**src/rtl/audrec_pkg.sv**
```systemverilog
package audrec_pkg;

    typedef enum logic [1:0] {
        MODE_IDLE = 2'd0,
        MODE_REC  = 2'd1,
        MODE_PLAY = 2'd2
    } mode_e;

    typedef enum logic {
        PH_FETCH = 1'b0,
        PH_OFFER = 1'b1
    } rd_phase_e;

    // Segment bit 0 = a ... bit 6 = g, active high
    localparam logic [6:0] SEG_BLANK = 7'h00;
    localparam logic [6:0] SEG_R     = 7'h50;  // e, g
    localparam logic [6:0] SEG_P     = 7'h73;  // a, b, e, f, g

    function automatic logic [6:0] seg_code(input mode_e m);
        case (m)
            MODE_REC:  return SEG_R;
            MODE_PLAY: return SEG_P;
            default:   return SEG_BLANK;
        endcase
    endfunction

endpackage

```
**src/rtl/audrec_mode_ctl.sv**
```systemverilog
module audrec_mode_ctl
    import audrec_pkg::*;
(
    input  logic  clk,
    input  logic  rst,
    input  logic  key_rec,
    input  logic  key_play,
    input  logic  full,
    input  logic  done,
    input  logic  has_data,
    output mode_e mode,
    output logic  rec_start,
    output logic  rec_stop
);

    mode_e mode_q, mode_d;

    always_comb begin
        mode_d = mode_q;
        case (mode_q)
            MODE_IDLE: begin
                if (key_rec)
                    mode_d = MODE_REC;
                else if (key_play && has_data)
                    mode_d = MODE_PLAY;
            end
            MODE_REC:  if (key_rec || full) mode_d = MODE_IDLE;
            MODE_PLAY: if (key_play || done) mode_d = MODE_IDLE;
            default:   mode_d = MODE_IDLE;
        endcase
    end

    always_ff @(posedge clk) begin
        if (rst) mode_q <= MODE_IDLE;
        else     mode_q <= mode_d;
    end

    assign mode      = mode_q;
    assign rec_start = (mode_q == MODE_IDLE) && (mode_d == MODE_REC);
    assign rec_stop  = (mode_q == MODE_REC)  && (mode_d == MODE_IDLE);

endmodule

```
**src/rtl/audrec_rec_path.sv**
```systemverilog
module audrec_rec_path #(
    parameter int ADDR_W   = 10,
    parameter int SAMPLE_W = 32
) (
    input  logic                clk,
    input  logic                rst,
    input  logic                active,
    input  logic                rec_start,
    input  logic                rec_stop,
    input  logic                in_valid,
    input  logic [SAMPLE_W-1:0] in_sample,
    input  logic                mem_ready,
    output logic                wr_req,
    output logic [ADDR_W-1:0]   wr_addr,
    output logic [SAMPLE_W-1:0] wr_data,
    output logic                full,
    output logic [ADDR_W:0]     rec_len,
    output logic                overflow
);

    localparam int             DEPTH    = 1 << ADDR_W;
    localparam logic [ADDR_W:0] FULL_CNT = DEPTH[ADDR_W:0];

    logic [ADDR_W:0]   ptr_q, ptr_nx;
    logic              pend_q;
    logic [SAMPLE_W-1:0] data_q;
    logic              accept, load, ovf_set;
    logic [ADDR_W:0]   len_q;
    logic              ovf_q;

    assign accept  = pend_q && mem_ready;
    assign ptr_nx  = ptr_q + {{ADDR_W{1'b0}}, accept};
    assign load    = active && in_valid && (ptr_nx != FULL_CNT) && (!pend_q || accept);
    assign ovf_set = active && in_valid && pend_q && !accept;

    always_ff @(posedge clk) begin
        if (rst) begin
            ptr_q  <= '0;
            pend_q <= 1'b0;
            data_q <= '0;
            len_q  <= '0;
        end else if (rec_stop) begin
            len_q  <= ptr_nx;
            ptr_q  <= '0;
            pend_q <= 1'b0;
        end else if (!active) begin
            ptr_q  <= '0;
            pend_q <= 1'b0;
        end else begin
            ptr_q <= ptr_nx;
            if (load) begin
                pend_q <= 1'b1;
                data_q <= in_sample;
            end else if (accept) begin
                pend_q <= 1'b0;
            end
        end
    end

    always_ff @(posedge clk) begin
        if (rst || rec_start) ovf_q <= 1'b0;
        else if (ovf_set)     ovf_q <= 1'b1;
    end

    assign wr_req   = pend_q;
    assign wr_addr  = ptr_q[ADDR_W-1:0];
    assign wr_data  = data_q;
    assign full     = (ptr_q == FULL_CNT);
    assign rec_len  = len_q;
    assign overflow = ovf_q;

endmodule

```
**src/rtl/audrec_play_path.sv**
```systemverilog
module audrec_play_path
    import audrec_pkg::*;
#(
    parameter int ADDR_W   = 10,
    parameter int SAMPLE_W = 32
) (
    input  logic                clk,
    input  logic                rst,
    input  logic                active,
    input  logic [ADDR_W:0]     rec_len,
    input  logic                mem_ready,
    input  logic [SAMPLE_W-1:0] mem_rdata,
    input  logic                out_ready,
    output logic                rd_req,
    output logic [ADDR_W-1:0]   rd_addr,
    output logic                out_valid,
    output logic [SAMPLE_W-1:0] out_sample,
    output logic                done
);

    rd_phase_e           ph_q;
    logic [ADDR_W:0]     ptr_q;
    logic [SAMPLE_W-1:0] buf_q;
    logic                take, last;

    assign take = active && (ph_q == PH_OFFER) && out_ready;
    assign last = (ptr_q + 1'b1) == rec_len;

    always_ff @(posedge clk) begin
        if (rst || !active) begin
            ph_q  <= PH_FETCH;
            ptr_q <= '0;
        end else if (ph_q == PH_FETCH) begin
            if (mem_ready) ph_q <= PH_OFFER;
        end else if (out_ready) begin
            ph_q  <= PH_FETCH;
            ptr_q <= ptr_q + 1'b1;
        end
    end

    always_ff @(posedge clk) begin
        if (rst)
            buf_q <= '0;
        else if (active && ph_q == PH_FETCH && mem_ready)
            buf_q <= mem_rdata;
    end

    assign rd_req     = active && (ph_q == PH_FETCH);
    assign rd_addr    = ptr_q[ADDR_W-1:0];
    assign out_valid  = active && (ph_q == PH_OFFER);
    assign out_sample = buf_q;
    assign done       = take && last;

endmodule

```
**src/rtl/audio_recplay.sv**
```systemverilog
module audio_recplay
    import audrec_pkg::*;
#(
    parameter int ADDR_W   = 10,
    parameter int SAMPLE_W = 32
) (
    input  logic                clk,
    input  logic                rst,
    input  logic                key_rec,
    input  logic                key_play,
    input  logic                in_valid,
    input  logic [SAMPLE_W-1:0] in_sample,
    output logic                out_valid,
    input  logic                out_ready,
    output logic [SAMPLE_W-1:0] out_sample,
    output logic                mem_req,
    output logic                mem_we,
    output logic [ADDR_W-1:0]   mem_addr,
    output logic [SAMPLE_W-1:0] mem_wdata,
    input  logic                mem_ready,
    input  logic [SAMPLE_W-1:0] mem_rdata,
    output logic                led_rec,
    output logic                led_play,
    output logic [6:0]          seg,
    output logic                overflow
);

    mode_e               mode;
    logic                rec_start, rec_stop, full, done;
    logic [ADDR_W:0]     rec_len;
    logic                wr_req, rd_req;
    logic [ADDR_W-1:0]   wr_addr, rd_addr;
    logic [SAMPLE_W-1:0] wr_data;

    audrec_mode_ctl u_mode (
        .clk       (clk),
        .rst       (rst),
        .key_rec   (key_rec),
        .key_play  (key_play),
        .full      (full),
        .done      (done),
        .has_data  (rec_len != '0),
        .mode      (mode),
        .rec_start (rec_start),
        .rec_stop  (rec_stop)
    );

    audrec_rec_path #(.ADDR_W(ADDR_W), .SAMPLE_W(SAMPLE_W)) u_rec (
        .clk       (clk),
        .rst       (rst),
        .active    (mode == MODE_REC),
        .rec_start (rec_start),
        .rec_stop  (rec_stop),
        .in_valid  (in_valid),
        .in_sample (in_sample),
        .mem_ready (mem_ready),
        .wr_req    (wr_req),
        .wr_addr   (wr_addr),
        .wr_data   (wr_data),
        .full      (full),
        .rec_len   (rec_len),
        .overflow  (overflow)
    );

    audrec_play_path #(.ADDR_W(ADDR_W), .SAMPLE_W(SAMPLE_W)) u_play (
        .clk        (clk),
        .rst        (rst),
        .active     (mode == MODE_PLAY),
        .rec_len    (rec_len),
        .mem_ready  (mem_ready),
        .mem_rdata  (mem_rdata),
        .out_ready  (out_ready),
        .rd_req     (rd_req),
        .rd_addr    (rd_addr),
        .out_valid  (out_valid),
        .out_sample (out_sample),
        .done       (done)
    );

    assign mem_req   = wr_req | rd_req;
    assign mem_we    = wr_req;
    assign mem_addr  = (mode == MODE_PLAY) ? rd_addr : wr_addr;
    assign mem_wdata = wr_data;
    assign led_rec   = (mode == MODE_REC);
    assign led_play  = (mode == MODE_PLAY);
    assign seg       = seg_code(mode);

endmodule

```
**config.mk**
```make
export PLATFORM = sky130hd
export DESIGN_NAME = audio_recplay
export DESIGN_NICKNAME = d
export VERILOG_FILES = /design/src/rtl/audrec_pkg.sv /design/src/rtl/audrec_mode_ctl.sv /design/src/rtl/audrec_rec_path.sv /design/src/rtl/audrec_play_path.sv /design/src/rtl/audio_recplay.sv
export SDC_FILE = /design/constraint.sdc
export NUM_CORES = 1
export LEC_CHECK = 0
export CORE_UTILIZATION = 25
export DETAILED_ROUTE_END_ITERATION = 8
export PLACE_DENSITY_LB_ADDON = 0.08
export SYNTH_ARGS = -nofsm -noshare
export SYNTH_HDL_FRONTEND = slang
export SYNTH_SLANG_ARGS = --single-unit
```
**constraint.sdc**
```tcl
create_clock -name clk -period 2.75 [get_ports clk]
set_clock_uncertainty 0.05 [all_clocks]
set_input_delay 0.55 -clock clk [delete_from_list [all_inputs] [get_ports clk]]
set_output_delay 0.55 -clock clk [all_outputs]
set_load 0.05 [all_outputs]
```
# Word level (Yosys, flattened, before mapping)
# Index checks and enable logic that the tools add are counted.
# word_totals
word_cells,62
reg_bits,102
out_inout_bits,87
input_bits,71
# op_classes
n_addsub,2
bitwise,4
n_eq_ne,6
mux,12
n_reduce_logical,29
# ops
op,n
$logic_and 1x1->1,14
$pmux 7 s2,1
$add 11x1->11,1
$add 11x1->11 const B,1
$eq 11x11->1,1
$eq 11x11->1 const B,1
$ne 11x11->1 const B,1
$reduce_bool 11->1,1
$mux 10,1
$mux 2,4
$pmux 2 s3,1
$logic_or 1x1->1,5
$mux 1,5
$eq 2x1->1 const B,2
$logic_not 2->1,2
$logic_not 1->1,3
$not 1->1,3
$reduce_and 3->1,1
$reduce_or 3->1,1
$eq 2x2->1 const B,1
$reduce_and 2->1,1
$reduce_bool 2->1,1
$or 1x1->1,1

# Longest topological paths before layout
# logic_depth
depth_word,11
depth_mapped,11
mapped_depth_nobuf,10

# Hierarchy
# Synthesis repeated with hierarchy kept, for this count alone.
# hier_totals
hier_cells,562
hier_area_um2,5026.1
# by_module_without_submodules
mod,cells_per_inst,instances,area_each_um2,seq_area_each_um2
audrec_rec_path,269,1,2623.8,1121.1
audrec_play_path,254,1,2008.2,880.8
audio_recplay,28,1,275.3,0.0
audrec_mode_ctl,11,1,118.9,40.0

# Least setup slack after synthesis
# Ideal clock, no wire load.
# synth_timing
path_type,reg2reg
start,register u_mode.mode_q[0] (netlist: u_mode.mode[0])
end,register u_rec.ptr_q[8]
required_time_ns,2.583
synth_period_minus_slack_ns,3.244
t_arrival_ns,3.076
path_slack_ns,-0.494
setup_time_ns,0.117
stages_incl_launch_ff,12
path_buffers,2
path_cell_list,dfxtp_1 inv_1 ha_1 clkbuf_1 and2_1 and4_1 o2111a_1 o211ai_1 o41ai_4 or3_1 buf_2 nor2_1
# synth_via
elab_chain_len,10
elab_cells_between_ends,16
cone_classes,eq/ne: 2; mux: 5; bitwise: 1; reduce/logical: 8
# synth_lines
item,line_no,rtl
start: declaration,audrec_mode_ctl.sv:16,"mode_e mode_q, mode_d;"
start signal: assignment,audrec_mode_ctl.sv:35,else mode_q <= mode_d;
$eq 2x2->1,--,
net led_play,audio_recplay.sv:23,"output logic led_play,"
$logic_and 1x1->1,audrec_play_path.sv:26,assign take = active && (ph_q == PH_OFFER) && out_ready;
net out_valid,audio_recplay.sv:13,"output logic out_valid,"
$logic_and 1x1->1,audrec_play_path.sv:26,
$logic_and 1x1->1,audrec_play_path.sv:52,assign done = take && last;
$logic_or 1x1->1,audrec_mode_ctl.sv:28,MODE_PLAY: if (key_play || done) mode_d = MODE_IDLE;
$mux 2,audrec_mode_ctl.sv:28,
$pmux 2 s3,audrec_mode_ctl.sv:20,case (mode_q)
$logic_not 2->1,audrec_mode_ctl.sv:40,assign rec_stop = (mode_q == MODE_REC) && (mode_d == MODE_IDLE);
$logic_and 1x1->1,audrec_mode_ctl.sv:40,
$reduce_or 3->1 (no line),--,
end signal: assignment,audrec_rec_path.sv:50,ptr_q <= ptr_nx;
end: declaration,audrec_rec_path.sv:24,"logic [ADDR_W:0] ptr_q, ptr_nx;"
# The timed path passes the listed nets, and every way through them passes these cells.
# A chain may end at the register's enable or synchronous reset.

# Final worst setup path
# layout_timing
start,register u_play.ptr_q[1]
end,register u_rec.data_q[29] (netlist: u_rec.wr_data[29])
# layout_via
elab_chain_len,10
# layout_lines
item,line_no,rtl
start: declaration,audrec_play_path.sv:22,logic [ADDR_W:0] ptr_q;
start signal: assignment,audrec_play_path.sv:37,ptr_q <= ptr_q + 1'b1;
$add 11x1->11,audrec_play_path.sv:27,assign last = (ptr_q + 1'b1) == rec_len;
$eq 11x11->1,audrec_play_path.sv:27,
$logic_and 1x1->1,audrec_play_path.sv:52,
$logic_or 1x1->1,audrec_mode_ctl.sv:28,
$mux 2,audrec_mode_ctl.sv:28,
$pmux 2 s3,audrec_mode_ctl.sv:20,
$logic_not 2->1,audrec_mode_ctl.sv:40,
$logic_and 1x1->1,audrec_mode_ctl.sv:40,
$not 1->1 (no line),--,
$reduce_and 3->1 (no line),--,
end signal: assignment,audrec_rec_path.sv:53,data_q <= in_sample;
end: declaration,audrec_rec_path.sv:26,logic [SAMPLE_W-1:0] data_q;
# No other way between the ends.

==> summary.md <==
| Metric | Value |
|---|---|
| Cells after synthesis | 563 |
| Reg clk slew, reported paths | around 0.07 ns |
| First-pass detailed-route iteration total | 4 |
| Routed vias/inst | about 4.5 |
| Post-Syn Area per Cell | 8.79 sq um |
| Antenna-violating nets left | 0 |
| Pwr/cell area | 512 nW/um^2 |
| Clock latency on the worst-skew pair | between 0.3 and 0.4 ns |
| CP Max Fanout | 12 |
| Min Hold Slack | just over 0.4 ns |
| Final WL | between 10 and 15 mm |
| Die Width | between 100 and 150 um |
| Cells after DPL | ~990 |
| Final hold violation count | 0 |
| Buffer levels on the longest clock path | 2 |
| Synth Flop Type | dfxtp_1 |
| Final non-filler cell total | between 1000 and 1500 |
| M1 GR Usage | 0.184 |
| Top-Level Pins | ~160 |
| Leakage | between 0.002 and 0.003 uW |
| CTS tree | built |
| Max-Cap Viols | 0 |
| Drt wl/cell | about 15 um |
| Hold Path Class | flip-flop to flip-flop |
| H-Tree Depth | 3 |
| Core Area | approximately 19000 sq um |
| Total CTS buffers | 9 |
| Number of synthesized flops with an enable pin | 0 |
| Post-synth ARST share | 0 |
| Peak supply drop | between 0.0002 and 0.0003 V |
| Total track usage | 0.148 |
| DPL Wire Length | about 11 mm |
| Yosys reg bits | just over 100 |
| Final setup fails | 0 |
| CP Capture Type | flip-flop |
| Vias in the first global route | between 4000 and 5000 |
| Drt initial violations | about 220 |
| Num rows | just over 50 |
| Most Used Layer, Global Route | met2 |
| Root Buffer | clkbuf_16 |
| Grt ovf | 0 |
| Final Cell Area | 7400 sq um |
| IO Port Bufs | approximately 160 |
| Largest net degree at the start of global routing | around 70 |
| Total Nets Final | ~820 |
| Via count | 4511 |
| Die ar. | between 20000 and 25000 sq um |
| Fill cell count | roughly 2000 |
| Critical Path AT | 2.87 ns |
| Post-synthesis sequential area ratio | 0.412 |
| DIE HEIGHT | roughly 140 um |
| Initial antenna violation count | 1 |
| Met3 Use GR | 0.0466 |
| First-pass GRT wire length | about 23 mm |
| Post-Syn Area | about 5000 sq um |
| Placement Cell Area | between 7000 and 8000 sq um |
| Clock Sinks | just over 100 |
| Final period utilization | 0.976 |
| GR Util met2 | 0.244 |
| Drc violations | 0 |
| Required time of the critical path | between 2 and 3 ns |
| Initial Utilization | 0.254 |
| Relative slew slack | 0.621 |
| Setup CP Type | flip-flop to flip-flop |
| Startpoint Class | flip-flop |
| Layout cells sized above 1 | 0.165 |
| Max-slew violations | 0 |
| Warnings, synthesis | 0 |
| Area grow syn2layout | 49.5% |
| Synth unique cells | between 50 and 60 |
| Final min period | ~2.7 ns |
| Measured slew at the worst slew-check pin | approximately 0.57 ns |
| Routability Congestion | between 0.8 and 0.9 |
| Status | complete, no violations |
| Fmax achieved | between 0.3 and 0.4 GHz |
| Fin util | 0.380 |
-- layer usage --
layer / wire length [um] / part of all wire / up-vias
met1: 6720 / 0.45 / 2119
met5: 0 / 0 / -
li1: - / - / 2277
met2: 7050 / 0.48 / 107
met4: 146 / 0.0098 / 0
met3: 905 / 0.061 / 8
-- final timing paths --
| check | start | end | slack (ns) | depth (start not counted) |
|---|---|---|---|---|
| worst max-delay path | u_play.ptr_q[1]$_SDFFE_PP0P_ | u_rec.wr_data[29]$_SDFFE_PP0P_ | 0.07 | 12 |
| worst min-delay path | u_play.out_sample[11]$_SDFFE_PP0P_ | u_play.out_sample[11]$_SDFFE_PP0P_ | 0.40 | 2 |
| worst max register to register | u_play.ptr_q[1]$_SDFFE_PP0P_ | u_rec.wr_data[29]$_SDFFE_PP0P_ | 0.07 | 12 |
| worst min register to register | u_play.out_sample[11]$_SDFFE_PP0P_ | u_play.out_sample[11]$_SDFFE_PP0P_ | 0.40 | 2 |
-- critical path, stage by stage (launching register included) --
cell and delay, ns:
dfxtp_2 0.34, ha_2 0.17, buf_4 0.15, o21ba_2 0.20, a22oi_2 0.16, o2111a_1 0.23, o211ai_1 0.21, o41ai_4 0.38
buf_4 0.19, nor3_4 0.05, buf_12 0.14, buf_12 0.14, mux2i_2 0.15
-- registers in the layout (all words and copies together), names as in the netlist --
| name | flops |
|---|---|
| u_play.ptr_q | 11 |
| u_mode.mode | 2 |
| u_rec.overflow | 1 |
| u_play.out_sample | 32 |
| u_play.ph_q | 1 |
| u_rec.wr_data | 32 |
| u_rec.rec_len | 11 |
| u_rec.wr_req | 1 |
| u_rec.ptr_q | 11 |
-- cells by family (layout without fill, tap and decap cells) --
| kind of cell | count (synthesis) | after routing | share of synthesized area |
|---|---|---|---|
| xor gates and xnor gates | 33 | 33 | 0.0584 |
| and+or+nand+nor | 232 | 232 | 0.248 |
| buffers and inverters | 52 | 235 | 0.0541 |
| other | 1 | 3 | 0.000757 |
| DFF | 102 | 102 | 0.412 |
| AOI/OAI and AO/OA | 93 | 93 | 0.119 |
| adders and majority gates | 7 | 7 | 0.0177 |
| muxes | 43 | 43 | 0.0897 |
-- cell usage in the layout (no fill, tap or decap), types with 12 or more instances in the layout --
cell type / Yosys / final
dfxtp_1: 102 / 96
xnor2_1: 15 / 15
nand3_1: 17 / 17
clkdlybuf4s50_1: 0 / 133
xor2_1: 18 / 18
nor2_1: 27 / 26
buf_4: 7 / 61
nand2_1: 72 / 72
a211oi_1: 12 / 12
a21oi_1: 49 / 49
mux2i_1: 32 / 31
nand2b_1: 67 / 67
-- what timing repair did --
| action | 4_1_cts | 5_1_grt |
|---|---|---|
| endpoints found under the setup margin | 39 | 54 |
| gates resized for setup | 13 | 19 |
| buffers inserted | 2 | 2 |
| pin swaps | 3 | 4 |
| endpoints found under the hold margin | 0 | 0 |
| hold buffers | 0 | 0 |
-- per-stage QoR --
stage,setup TNS (ns),power [uW],worst slack [ns]
floorplan,0,2210,0.0164
global placement,-19.45,2580,-0.540
global route,-0.0222,3990,-0.0123
finish,0,3790,0.0654
CTS,0,3830,0.0813
detailed placement,-19.50,2580,-0.582
-- power breakdown --
part           internal [uW]  total [uW]  switching, uW
Clock                    634        1220            586
Sequential              1540        1590           49.5
Combinational            447         980            533
Total                   2620        3790           1170
-- cell usage after synthesis (2+ instances only) --
cell / count / area, sq um
o21ai_0: 9 / 45.0
mux2_2: 11 / 124
o22ai_1: 2 / 12.5
inv_1: 10 / 37.5
nor3b_1: 2 / 15.0
nand3_1: 17 / 85.1
mux2i_1: 32 / 320
a31oi_1: 4 / 25.0
and3_1: 4 / 25.0
and2_1: 3 / 18.8
ha_1: 7 / 87.6
buf_2: 4 / 20.0
nor2_1: 27 / 101
nand3b_1: 2 / 15.0
and4_1: 2 / 17.5
xor2_1: 18 / 158
xnor2_1: 15 / 131
buf_8: 3 / 45.0
nand4_1: 3 / 18.8
nor3_1: 8 / 40.0
dfxtp_1: 102 / 2040
clkbuf_1: 24 / 90.1
a21oi_1: 49 / 245
nand2_1: 72 / 270
and3_4: 2 / 22.5
o41a_1: 2 / 22.5
o22a_1: 3 / 26.3
nand2b_1: 67 / 419
buf_4: 7 / 52.6
or3_1: 4 / 25.0
o211ai_1: 2 / 15.0
buf_1: 3 / 11.3
nor2b_1: 4 / 25.0
a22oi_1: 2 / 15.0
a211oi_1: 12 / 90.1
nor4_1: 9 / 56.3
-- layout make-up --
type	instances	area, sq um	area share
Antenna cell	1	2.50	0.000338
Multi-Input combinational cell	410	2730	0.368
Timing Repair Buffer	210	1980	0.268
Inverter	10	37.5	0.00507
Sequential cell	102	2050	0.277
Clock buffer	10	239	0.0323
Tap cell	265	332	0.0448
Clock inverter	5	36.3	0.00490
Note: power is estimated with default switching activity, not from simulation.
